## config.mk

```make
export PLATFORM = sky130hd
export DESIGN_NAME = sixcnt_top
export DESIGN_NICKNAME = d
export VERILOG_FILES = /design/src/rtl/sixcnt_pkg.sv /design/src/rtl/sixcnt_next.sv /design/src/rtl/sixcnt_reg.sv /design/src/rtl/sixcnt_top.sv
export SDC_FILE = /design/constraint.sdc
export NUM_CORES = 1
export LEC_CHECK = 0
export BUFFER_PORTS_ARGS = -buffer_cell sky130_fd_sc_hd__buf_2
export CORE_AREA = 2 2 39 41
export CTS_BUF_LIST = sky130_fd_sc_hd__clkbuf_16
export CTS_CLUSTER_SIZE = 30
export DETAILED_ROUTE_END_ITERATION = 10
export DIE_AREA = 0 0 41 43
export GPL_ROUTABILITY_DRIVEN = 0
export HOLD_SLACK_MARGIN = 0.06
export PLACE_DENSITY = 0.36
export SLEW_MARGIN = 20
export SYNTH_ARGS = -nofsm -noshare
export SYNTH_HDL_FRONTEND = slang
export SYNTH_HIERARCHICAL = 1
export SYNTH_SLANG_ARGS = --single-unit
```

## constraint.sdc

```tcl
create_clock -name clk -period 3.1 [get_ports clk]
set_input_delay 0.465 -clock clk [delete_from_list [all_inputs] [get_ports clk]]
set_output_delay 0.465 -clock clk [all_outputs]
set_load 0.05 [all_outputs]
```

## src/rtl/sixcnt_pkg.sv

```systemverilog
// Shared width, state type and named codes for the six-state counter.
// Assumes a three-bit state; the loop order is fixed and not configurable.
package sixcnt_pkg;
    localparam int CODE_W   = 3;
    localparam int LOOP_LEN = 6;

    typedef logic [CODE_W-1:0] code_t;

    localparam code_t C_S0 = 3'b000;
    localparam code_t C_S1 = 3'b001;
    localparam code_t C_S2 = 3'b110;
    localparam code_t C_S3 = 3'b010;
    localparam code_t C_S4 = 3'b101;
    localparam code_t C_S5 = 3'b100;
    localparam code_t C_BAD_A = 3'b011;
    localparam code_t C_BAD_B = 3'b111;

    // Returns 1 when the code is one of the six loop members.
    function automatic logic is_legal(input code_t c);
        return !(c == C_BAD_A || c == C_BAD_B);
    endfunction
endpackage

```

## src/rtl/sixcnt_next.sv

```systemverilog
// Next-state logic for the six-state counter.
// Pure combinational: gives the loop successor of every one of the
// eight codes. The illegal codes map explicitly to the loop start,
// and no entry is left open to the synthesis tool.
module sixcnt_next
    import sixcnt_pkg::*;
(
    input  code_t cur,
    output code_t nxt
);
    // Full successor table over all 2^CODE_W codes.
    always_comb begin
        unique case (cur)
            C_S0:    nxt = C_S1;
            C_S1:    nxt = C_S2;
            C_S2:    nxt = C_S3;
            C_S3:    nxt = C_S4;
            C_S4:    nxt = C_S5;
            C_S5:    nxt = C_S0;
            C_BAD_A: nxt = C_S0;
            C_BAD_B: nxt = C_S0;
            default: nxt = C_S0;
        endcase
    end
endmodule

```

## src/rtl/sixcnt_reg.sv

```systemverilog
// State register for the six-state counter.
// On each edge the priority is: synchronous active-low reset to the
// loop start, then the test load, then the step, and otherwise hold.
// Assumes that `nxt` comes from the successor logic.
module sixcnt_reg
    import sixcnt_pkg::*;
(
    input  logic  clk,
    input  logic  rst_n,
    input  logic  step,
    input  logic  load,
    input  code_t load_val,
    input  code_t nxt,
    output code_t q
);
    // Update the state with the priority given in the header.
    always_ff @(posedge clk) begin
        if (!rst_n) begin
            q <= C_S0;
        end else if (load) begin
            q <= load_val;
        end else if (step) begin
            q <= nxt;
        end
    end
endmodule

```

## src/rtl/sixcnt_top.sv

```systemverilog
// Self-correcting six-state counter, top level.
// Steps 000,001,110,010,101,100 on enabled clocks. Codes 011 and 111
// return to 000 on the next enabled clock. The tst_load/tst_val pair is
// for test only: it writes any state so that recovery can be exercised.
// Reset is synchronous and active low.
module sixcnt_top
    import sixcnt_pkg::*;
(
    input  logic              clk,
    input  logic              rst_n,
    input  logic              en,
    input  logic              tst_load,
    input  logic [CODE_W-1:0] tst_val,
    output logic [CODE_W-1:0] count
);
    code_t state_q;
    code_t state_d;

    sixcnt_next u_next (
        .cur (state_q),
        .nxt (state_d)
    );

    sixcnt_reg u_reg (
        .clk      (clk),
        .rst_n    (rst_n),
        .step     (en),
        .load     (tst_load),
        .load_val (tst_val),
        .nxt      (state_d),
        .q        (state_q)
    );

    // Drive the output straight from the state flops.
    assign count = state_q;
endmodule

```

# ---- Word level (Yosys, flattened, before mapping)
# Memories as Yosys holds them, arrays and structs flattened. A register that Yosys moved wholly into a read port is not among the register bits.
# Index checks and enable logic that the tools add are counted.
dict set report word_totals {
  output_inout_bits 3
  reg_bits 3
  latchBits 0
  word_cells 7
  mem_count 1
  input_bits 7
  mem_bits_ro 24
  ramBits 0
}
dict set report op_classes {
  multipliers 0
  n_eq_ne 0
  n_reduce_logical 1
  add_sub_neg 0
  n_mux 4
  bitwise_logic 0
  shifts 0
  n_div 0
  magnitude_cmp 0
}
# memory words width rd rd_clocked_by_memory_dff wr line_no
set mem_list {}
lappend mem_list {{(no name shown)} 8 3 1 1 0 sixcnt_next.sv:13} ;# unique case (cur)
# op n
set ops {}
lappend ops {{two-way mux 3 bit} 4}
lappend ops {{nonzero test 2 bit} 1}

# ---- Longest topological paths before layout
# Gate-level depths: netlist of the first run.
dict set report logic_depth {
  depth_word 4
  depth_mapped 5
  depth_no_buf 5
}

# ---- Modules after synthesis
# Netlist of the first run, hierarchy kept.
# mod seq_area_each_um2 instances area_per_inst_um2 cells_per_inst
set modules_own_cells {}
lappend modules_own_cells {sixcnt_reg 60.1 1 142.6 12}
lappend modules_own_cells {sixcnt_next 0.0 1 77.6 8}

# ---- Worst setup path after synthesis of the first run
# No wires, ideal clock.
dict set report synth_path {
  path_kind {register -> register}
  from {reg, netlist name u_reg/q[0]}
  to {reg u_reg.q[2]}
  path_buffers 0
  slack_ns 1.205
  t_arrival_ns 1.779
  t_required_ns 2.984
  path_stages_with_launch 6
  setup_time_ns 0.116
  synth_period_minus_slack_ns 1.895
  cell_sequence {dfxtp_1 -> inv_1 -> ha_1 -> mux2_2 -> mux2_1 -> o211a_1}
}
# element line_no
set synth_lines {}
lappend synth_lines {{end signal, assigned} sixcnt_reg.sv:21} ;# q <= load_val;
lappend synth_lines {{end signal, assigned} sixcnt_reg.sv:23} ;# q <= nxt;
lappend synth_lines {{end, declared} sixcnt_reg.sv:14} ;# output code_t q

==> results of run 1 <==
[kinds of logic (layout without fill, tap and decap cells)]
| logic type | after synthesis | in the layout | share of synthesized area |
|---|---|---|---|
| AOI/OAI and AO/OA | 4 | 4 | 0.182 |
| muxes | 5 | 5 | 0.256 |
| adders and majority gates | 3 | 3 | 0.170 |
| DFF | 3 | 3 | 0.273 |
| and+or+nand+nor | 3 | 3 | 0.0852 |
| buffers and inverters | 2 | 15 | 0.0341 |
[metrics by stage]
stage | total power [mW] | utilization
6_report | 0.288 | 0.263
4_1_cts | 0.292 | 0.263
3_3_place_gp | 0.0855 | 0.206
5_1_grt | 0.301 | 0.263
2_1_floorplan | 0.0746 | -
3_5_place_dp | 0.0861 | 0.206
[worst max-delay path by stage]
stage	end	start	slack, ns	cells past startpoint
floorplan	u_reg/q[2]	u_reg/q[0]	1.21	5
global placement	u_reg/q[2]	u_reg/q[0]	1.54	5
detailed placement	u_reg/q[2]	u_reg/q[1]	1.53	5
CTS	u_reg/q[2]	u_reg/q[1]	1.52	5
global route	u_reg/q[2]	u_reg/q[0]	1.46	5
finish	u_reg/q[2]	u_reg/q[1]	1.53	5
[cell type report]
class | instances | area, um2
Timing Repair Buffer | 9 | 45.0
Multi-Input combinational cell | 15 | 153
Tap cell | 16 | 20.0
Inverter | 2 | 7.51
Sequential cell | 3 | 60.1
Clock buffer | 3 | 75.1
Fill cell | 149 | 1020
Clock inverter | 1 | 3.75
[routing by layer]
layer  vias to the layer above  part of all wire  global-route usage
met2                         9              0.43              0.0844
met4                         0                 0              0.0600
met3                         0              0.12              0.0314
met1                        86              0.46              0.0767
met5                         -                 0                   0
li1                         96                 -                   -
[power by group]
part           switching [mW]  internal [mW]
Clock                  0.0360          0.166
Combinational          0.0220         0.0179
Sequential            0.00315         0.0422
Total                  0.0611          0.227
[critical path, stage by stage, from the launching register on]
cell	delay, ns
dfxtp_1	0.37
inv_1	0.08
ha_1	0.26
mux2_2	0.25
mux2_1	0.29
o211a_1	0.20
[cell usage in the layout, fill, tap and decap left out, drive strengths merged]
| master | Yosys | routed |
|---|---|---|
| ha | 3 | 3 |
| clkbuf | 0 | 3 |
| o21ba | 1 | 1 |
| inv | 2 | 3 |
| dfxtp | 3 | 3 |
| nand2b | 3 | 3 |
| mux2 | 5 | 5 |
| buf | 0 | 9 |
| o211a | 3 | 3 |
==> out/metrics.cfg, run 1 <==
[routing]
wl_per_cell_um = 9.35
postRouteAntennaNets = 0
firstDrtPassIters = 4
first_iter_violations = 2
vias = 191
vias_per_cell = 3.90
drc_errors = 0
wl_um = 458

[setup_path]
reg2reg_depth = 5
cp_max_fo = 4
r2r-end = u_reg/q[2]
worstPathRequired_ns = 3.21
r2r-start = u_reg/q[1]
critical_path_class = flip-flop to flip-flop
startpoint_type = flip-flop
end_kind = flip-flop
r2r_slack_ns = 1.53
arrival_ns = 1.68

[flow_run]
maxCapViolCount = 0

[cts]
cts-buffers-inserted = 3
cts_tree = built
h-tree-depth = 1
path_clk_slew_ns = 0.03
post_cts_resized = 0
hold_buffers = 0
postCtsSetupBuffers = 0
cts_root_buffer = clkbuf_16
clockBufferDepth = 2
clock_sinks = 3
clk_latency_ns = 0.22

[logic_synthesis]
yosys-top-cells-count = 3 x dfxtp_1, 3 x ha_1, 3 x mux2_1, 3 x nand2b_1, 3 x o211a_1
synth_nets = 30
ys_warn_count = 6
ys_seq_area_frac = 0.273
syn_inst = 20
async_flop_share = 0
yosys-top-cells-area = dfxtp_1 27%, ha_1 17%, mux2_1 15%
syn_area_per_cell_um2 = 11.0
synth-seq-cells = 3
synth.distinct_cells = 8
synth-edff-count = 0
synthFlopType = dfxtp_1
yosysTopAreaCell = dfxtp_1
yosys.area.top_type_share = 0.273
synth.cell_area_um2 = 220

[placement]
dpl.cell_count = 45
port_buffers = 9
dpl.hpwl_um = 355
placedInstanceArea_um2 = 285
dp_slack_ns = 1.53

[cells_and_area]
fin_area_um2 = 364
syn_to_final_growth_pct = 65.3
top_register = u_reg/q
fin_cells = 49
n_antenna_cell = 0
reg_top3 = u_reg/q: 3 flops
drive_above_1_share = 0.455
largest_reg_flops = 3
fin_nets = 44

[sta]
whs_ns = 0.509
fmax_ghz = 0.637
rsz0062_at_grt = no
setup-tns-final_ns = 0
worst_pin_slew_ns = 0.250
finalWorstSetupSlack_ns = 1.53
slew_headroom = 0.835
hold_viol = 0
fin_crit_sh = 0.507
finalSetupViolCount = 0
skew_ns = 0.00157
slew_violations = 0
layout_min_cycle_time_ns = 1.57

[die]
initial_core_util = 0.159
coreArea_um2 = 1380
dieArea_um2 = 1760
num_io_pins = 10
std_cell_rows = 14
die_h_um = 43
die_x_um = 41

[pwr]
p_leak_nw = 0.199
powerDensity_nw_per_um2 = 790
ir_drop_v = 0.000286

[global_route]
grt_max_degree = 7
grt_overflow_total = 0
grt_pass1_wl_um = 745
grt_pass1_vias = 213
antenna_found_initial = 0
track_usage = 0.0661

[worst_hold_path]
worst_hold_path.endpoint = u_reg/q[2]
holdPathStages = 2
worstHoldPathType = input port to flip-flop
hold_start = rst_n

[status]
status = complete, no violations

Power figures use the tool's default switching activity.
==> inputs of run 2 (changes only) <==
ABC_AREA = 1   (was default)
clock period = 1.55 ns   (was 3.1 ns; I/O delays follow)
==> run 2 against run 1 <==
Worst setup slack lost 1.2 ns. Critical path depth rose by 3. Critical endpoint unchanged. Clock power grew 98%. Highest routed layer unchanged. Sequential power is 98% higher. Register-to-register slack got worse by 1.2 ns. Area after synthesis grew 1.7%. Sequential cell count unchanged. Die area is the same. Critical path type unchanged. Global-route usage increased by 0.21 points. Combinational power up 71%.
==> out/metrics.cfg, run 2 <==
[cells_and_area]
fin_nets = 61  ; was 44
layout_commonest_cell = nand2_1  ; was buf_2
largest_reg_flops = 3  ; unchanged
reg_top3 = u_reg/q: 3 flops  ; unchanged
drive_above_1_share = 0.280  ; was 0.455
fin_area_um2 = 368  ; was 364 um2
top_register = u_reg/q  ; unchanged
syn_to_final_growth_pct = 64.2  ; was 65.3%
n_antenna_cell = 0  ; unchanged
layout_common_cells = 15 x nand2_1, 9 x buf_2, 7 x inv_1, 6 x nand3_1

[cts]
cts_tree = built  ; unchanged
clockBufferDepth = 2  ; unchanged
hold_buffers = 0  ; unchanged
path_clk_slew_ns = 0.03  ; about the same
clock_sinks = 3  ; unchanged
h-tree-depth = 1  ; unchanged
postCtsSetupBuffers = 0  ; unchanged
clk_latency_ns = 0.22  ; about the same
post_cts_resized = 0  ; unchanged
cts-buffers-inserted = 3  ; unchanged
cts_root_buffer = clkbuf_16  ; unchanged

[setup_path]
critical_path_class = flip-flop to flip-flop  ; unchanged
startpoint_type = flip-flop  ; unchanged
critPathSlowestCell = dfxtp_1  ; unchanged
path_common_cell = nand2_1
r2r-start = u_reg/q[0]  ; was u_reg/q[1]
end_kind = flip-flop  ; unchanged
r2r_slack_ns = 0.36  ; was 1.53 ns
crit_path_max_incr_delay_ns = 0.36  ; was 0.37 ns
worstPathRequired_ns = 1.67  ; was 3.21 ns
cp_max_fo = 4  ; unchanged
arrival_ns = 1.31  ; was 1.68 ns
cp_cell_sequence = inv_1, ha_1, nand2_1, nand2_1, nand3_1, nand3_1, nand2_1, inv_1  ; was inv_1, ha_1, mux2_2, mux2_1, o211a_1
r2r-end = u_reg/q[2]  ; unchanged
reg2reg_depth = 8  ; was 5

[die]
dieArea_um2 = 1760  ; unchanged
coreArea_um2 = 1380  ; unchanged
std_cell_rows = 14  ; unchanged
initial_core_util = 0.162  ; was 0.159
num_io_pins = 10  ; unchanged
die_h_um = 43  ; unchanged
die_x_um = 41  ; unchanged

[pwr]
p_leak_nw = 0.216  ; was 0.199 nW
ir_drop_v = 0.000494  ; was 0.000286 V
powerDensity_nw_per_um2 = 1510  ; was 790 nW/um2
power_mw = 0.557  ; was 0.288 mW

[global_route]
grt_overflow_total = 0  ; unchanged
grt_max_degree = 7  ; unchanged
antenna_found_initial = 0  ; unchanged
grt_pass1_wl_um = 717  ; was 745 um
grt_pass1_vias = 210  ; was 213
track_usage = 0.0682  ; was 0.0661

[sta]
finalSetupViolCount = 0  ; unchanged
fmax_ghz = 0.837  ; was 0.637 GHz
finalWorstSetupSlack_ns = 0.356  ; was 1.53 ns
whs_ns = 0.224  ; was 0.509 ns
hold_viol = 0  ; unchanged
slew_headroom = 0.836  ; was 0.835
setup-tns-final_ns = 0  ; unchanged
rsz0062_at_grt = no  ; unchanged
skew_ns = 0.00119  ; was 0.00157 ns
slew_violations = 0  ; unchanged
fin_crit_sh = 0.770  ; was 0.507
layout_min_cycle_time_ns = 1.19  ; was 1.57 ns
worst_pin_slew_ns = 0.248  ; was 0.250 ns

[logic_synthesis]
syn_area_per_cell_um2 = 6.05  ; was 11.0 um2
ys_seq_area_frac = 0.268  ; was 0.273
yosys-top-cells-area = dfxtp_1 27%, nand2_1 25%, ha_1 17%  ; was dfxtp_1 27%, ha_1 17%, mux2_1 15%
async_flop_share = 0  ; unchanged
synth-edff-count = 0  ; unchanged
ys_warn_count = 6  ; unchanged
synth-seq-cells = 3  ; unchanged
synth_nets = 47  ; was 30
syn_inst = 37  ; was 20
yosys.area.top_type_share = 0.268  ; was 0.273
synthFlopType = dfxtp_1  ; unchanged
yosys-top-cells-count = 15 x nand2_1, 6 x inv_1, 6 x nand3_1, 3 x dfxtp_1, 3 x ha_1  ; was 3 x dfxtp_1, 3 x ha_1, 3 x mux2_1, 3 x nand2b_1, 3 x o211a_1
post-synth-top-count-cell = nand2_1
synth.distinct_cells = 8  ; unchanged
synth.cell_area_um2 = 224  ; was 220 um2
yosysTopAreaCell = dfxtp_1  ; unchanged

[routing]
first_iter_violations = 9  ; was 2
drc_errors = 0  ; unchanged
vias_per_cell = 3.73  ; was 3.90
wl_um = 480  ; was 458 um
firstDrtPassIters = 5  ; was 4
postRouteAntennaNets = 0  ; unchanged
wl_per_cell_um = 7.27  ; was 9.35 um
vias = 246  ; was 191

[worst_hold_path]
hold_start = rst_n  ; unchanged
worstHoldPathType = input port to flip-flop  ; unchanged
worst_hold_path.endpoint = u_reg/q[2]  ; unchanged
holdPathStages = 3  ; was 2

[placement]
placedInstanceArea_um2 = 289  ; was 285 um2
dpl.hpwl_um = 388  ; was 355 um
dp_slack_ns = 0.345  ; was 1.53 ns
port_buffers = 9  ; unchanged

[flow_run]
maxCapViolCount = 0  ; unchanged

[status]
status = complete, no violations  ; unchanged

==> run 2: report_power, final <==
part / switching [mW] / leakage, nW / internal, mW
clock: 0.0667 / 0.0423 / 0.332
sequential: 0.00642 / 0.0248 / 0.0833
combinational: 0.0448 / 0.149 / 0.0236
==> run 2: final cells by class <==
cell class / count / area [um2]
clock buffers: 3 / 75.1
multi-input cells: 27 / 138
clock inverters: 1 / 3.75
repair buffers: 9 / 45.0
flip-flops and latches: 3 / 60.1
inverters: 7 / 26.3
well taps: 16 / 20.0
fillers: 158 / 1020
==> run 2: per-layer routing <==
layer / global-route usage / wire length, um / up-vias
met5: 0 / 0 / -
met4: 0.0400 / 0 / 0
met3: 0.0785 / 41 / 0
met2: 0.0844 / 228 / 8
met1: 0.0641 / 210 / 102
li1: - / - / 136
==> run 2: worst max path at each step <==
stage | start | end | slack [ns] | depth (start not counted)
final | u_reg/q[0] | u_reg/q[2] | 0.36 | 8
after global routing | u_reg/q[0] | u_reg/q[0] | 0.24 | 8
after CTS | u_reg/q[0] | u_reg/q[2] | 0.34 | 8
after detailed placement | u_reg/q[0] | u_reg/q[2] | 0.34 | 8
after global placement | u_reg/q[0] | u_reg/q[2] | 0.34 | 8
after floorplan | u_reg/q[0] | u_reg/q[2] | 0.06 | 8
==> run 2: metrics by stage <==
stage,utilization,cells
after floorplan,-,37
after global placement,0.209,62
after detailed placement,0.209,62
after CTS,0.266,66
after global routing,0.266,66
final,0.266,66
==> run 2: worst max-delay path, delay by kind of cell (launching register included) <==
family	cells	cell delay, ns
adder cells (fa/ha/maj)	1	0.29
buffers and inverters	2	0.11
flip-flops	1	0.36
AND/OR/NAND/NOR	5	0.32
==> run 2: cells by family (layout without fill, tap and decap cells) <==
| group | Yosys count | in the layout | synth area share |
|---|---|---|---|
| buf+inv | 7 | 20 | 0.117 |
| fa+ha+maj | 3 | 3 | 0.168 |
| flops | 3 | 3 | 0.268 |
| simple gates | 24 | 24 | 0.447 |
==> inputs of run 3 (changes only) <==
clock period = 1.16 ns   (was 1.55 ns; I/O delays follow)
==> run 3 against run 2 <==
Sequential cell count unchanged. Maximum frequency up 11%. Count of clock-buffer cells in the layout stayed put. Total power up 37%. Largest cell class unchanged. Clock power up 36%. Register-to-register slack got worse by 0.27 ns. Via count decreased by 0.81%. Critical endpoint is now u_reg/q[1]. Hold slack got worse by 0.053 ns. Combinational power rose by 51%. Design area up 6.5%. Critical path depth unchanged. Final cell count is the same.
==> out/metrics.cfg, run 3 (synthesis results as in run 2) <==
[setup_path]
r2r-end = u_reg/q[1]  ; was u_reg/q[2]
end_kind = flip-flop  ; unchanged
critical_path_class = flip-flop to flip-flop  ; unchanged
startpoint_type = flip-flop  ; unchanged
reg2reg_depth = 8  ; unchanged
arrival_ns = 1.19  ; was 1.31 ns
cp_max_fo = 4  ; unchanged
r2r-start = u_reg/q[1]  ; was u_reg/q[0]
r2r_slack_ns = 0.09  ; was 0.36 ns
worstPathRequired_ns = 1.28  ; was 1.67 ns

[pwr]
powerDensity_nw_per_um2 = 1950  ; was 1510 nW/um2
ir_drop_v = 0.000698  ; was 0.000494 V
p_leak_nw = 0.216  ; about the same
power_mw = 0.765  ; was 0.557 mW

[flow_run]
maxCapViolCount = 0  ; unchanged

[sta]
fmax_ghz = 0.933  ; was 0.837 GHz
skew_ns = 0.00186  ; was 0.00119 ns
slew_headroom = 0.834  ; was 0.836
fin_crit_sh = 0.924  ; was 0.770
hold_viol = 0  ; unchanged
layout_min_cycle_time_ns = 1.07  ; was 1.19 ns
slew_violations = 0  ; unchanged
worst_pin_slew_ns = 0.250  ; was 0.248 ns
finalSetupViolCount = 0  ; unchanged
rsz0062_at_grt = no  ; unchanged

[cts]
clk_latency_ns = 0.22  ; about the same
hold_buffers = 0  ; unchanged
post_cts_resized = 0  ; unchanged
h-tree-depth = 1  ; unchanged
cts_tree = built  ; unchanged
clock_sinks = 3  ; unchanged
cts-buffers-inserted = 3  ; unchanged
cts_root_buffer = clkbuf_16  ; unchanged
postCtsSetupBuffers = 0  ; unchanged
clockBufferDepth = 2  ; unchanged
path_clk_slew_ns = 0.03  ; about the same

[cells_and_area]
n_antenna_cell = 0  ; unchanged
top_register = u_reg/q  ; unchanged
fin_nets = 61  ; unchanged
fin_util = 0.283  ; was 0.266
fin_area_um2 = 392  ; was 368 um2
layout_common_cells = 15 x nand2_1, 9 x buf_2, 6 x nand3_1, 5 x inv_1  ; was 15 x nand2_1, 9 x buf_2, 7 x inv_1, 6 x nand3_1
syn_to_final_growth_pct = 74.9  ; was 64.2%
reg_top3 = u_reg/q: 3 flops  ; unchanged
layout_commonest_cell = nand2_1  ; unchanged
drive_above_1_share = 0.420  ; was 0.280
largest_reg_flops = 3  ; unchanged

[global_route]
grt_pass1_wl_um = 876  ; was 717 um
globalRouteMet2Util = 0.0969  ; was 0.0844
grt_overflow_total = 0  ; unchanged
antenna_found_initial = 0  ; unchanged
busiest_layer = met1  ; was met2
gr-usage-met1 = 0.0994  ; was 0.0641
grt_pass1_vias = 218  ; was 210
grt_max_degree = 7  ; unchanged
track_usage = 0.0802  ; was 0.0682
grtUsageMet3 = 0.0314  ; was 0.0785

[placement]
port_buffers = 9  ; unchanged
placedInstanceArea_um2 = 298  ; was 289 um2
dpl.hpwl_um = 429  ; was 388 um

[die]
std_cell_rows = 14  ; unchanged
dieArea_um2 = 1760  ; unchanged
die_x_um = 41  ; unchanged
num_io_pins = 10  ; unchanged
die_h_um = 43  ; unchanged
initial_core_util = 0.162  ; unchanged
coreArea_um2 = 1380  ; unchanged

[worst_hold_path]
worst_hold_path.endpoint = u_reg/q[2]  ; unchanged
worstHoldPathType = input port to flip-flop  ; unchanged
holdPathStages = 3  ; unchanged
hold_start = rst_n  ; unchanged

[routing]
vias_per_cell = 3.70  ; was 3.73
wl_um = 604  ; was 480 um
firstDrtPassIters = 4  ; was 5
vias = 244  ; was 246
postRouteAntennaNets = 0  ; unchanged
drc_errors = 0  ; unchanged
first_iter_violations = 1  ; was 9
wl_per_cell_um = 9.15  ; was 7.27 um

[status]
status = complete, no violations  ; unchanged

[run 3: worst max-delay path, stage by stage, from the launching register on]
cell	delay (ns)
dfxtp_4	0.35
inv_2	0.05
ha_1	0.20
nand2_1	0.07
nand2_1	0.05
nand3_1	0.08
nand3_1	0.08
nand2_1	0.06
inv_1	0.03
[run 3: worst max-delay path by stage]
| stage | slack, ns | end | start | cells after the start |
|---|---|---|---|---|
| finish | 0.09 | u_reg/q[1] | u_reg/q[1] | 8 |
| global route | 0.01 | u_reg/q[0] | u_reg/q[0] | 8 |
| CTS | 0.03 | u_reg/q[2] | u_reg/q[1] | 8 |
| detailed placement | 0.04 | u_reg/q[2] | u_reg/q[1] | 8 |
| global placement | 0.02 | u_reg/q[2] | u_reg/q[1] | 8 |
| floorplan | -0.01 | u_reg/q[2] | u_reg/q[1] | 8 |
[run 3: power by group]
part	switching (mW)	internal, mW	total, mW
clock network	0.0967	0.445	0.542
logic	0.0656	0.0375	0.103
registers	0.00957	0.111	0.120
total	0.172	0.593	0.765
[run 3: layout make-up]
cell class,instances,area [um2]
Sequential cell,3,68.8
Fill cell,172,992
Tap cell,16,20.0
Clock buffer,3,75.1
Timing Repair Buffer,9,45.0
Multi-Input combinational cell,27,153
Inverter,7,26.3
Clock inverter,1,3.75
[run 3: metrics by stage]
stage	hold WS (ns)	setup TNS [ns]	setup WS, ns	std cells
floorplan	0.267	-0.0126	-0.0126	37
global placement	0.392	0	0.0244	62
detailed placement	0.403	0	0.0411	62
CTS	0.172	0	0.0284	66
global route	0.190	0	0.0103	66
finish	0.172	0	0.0881	66
[run 3: metal layers]
metal	up-vias	wire length, um	share of wire
li1	137	-	-
met1	101	273	0.45
met2	6	285	0.47
met3	0	45	0.075
met4	0	0	0
met5	-	0	0
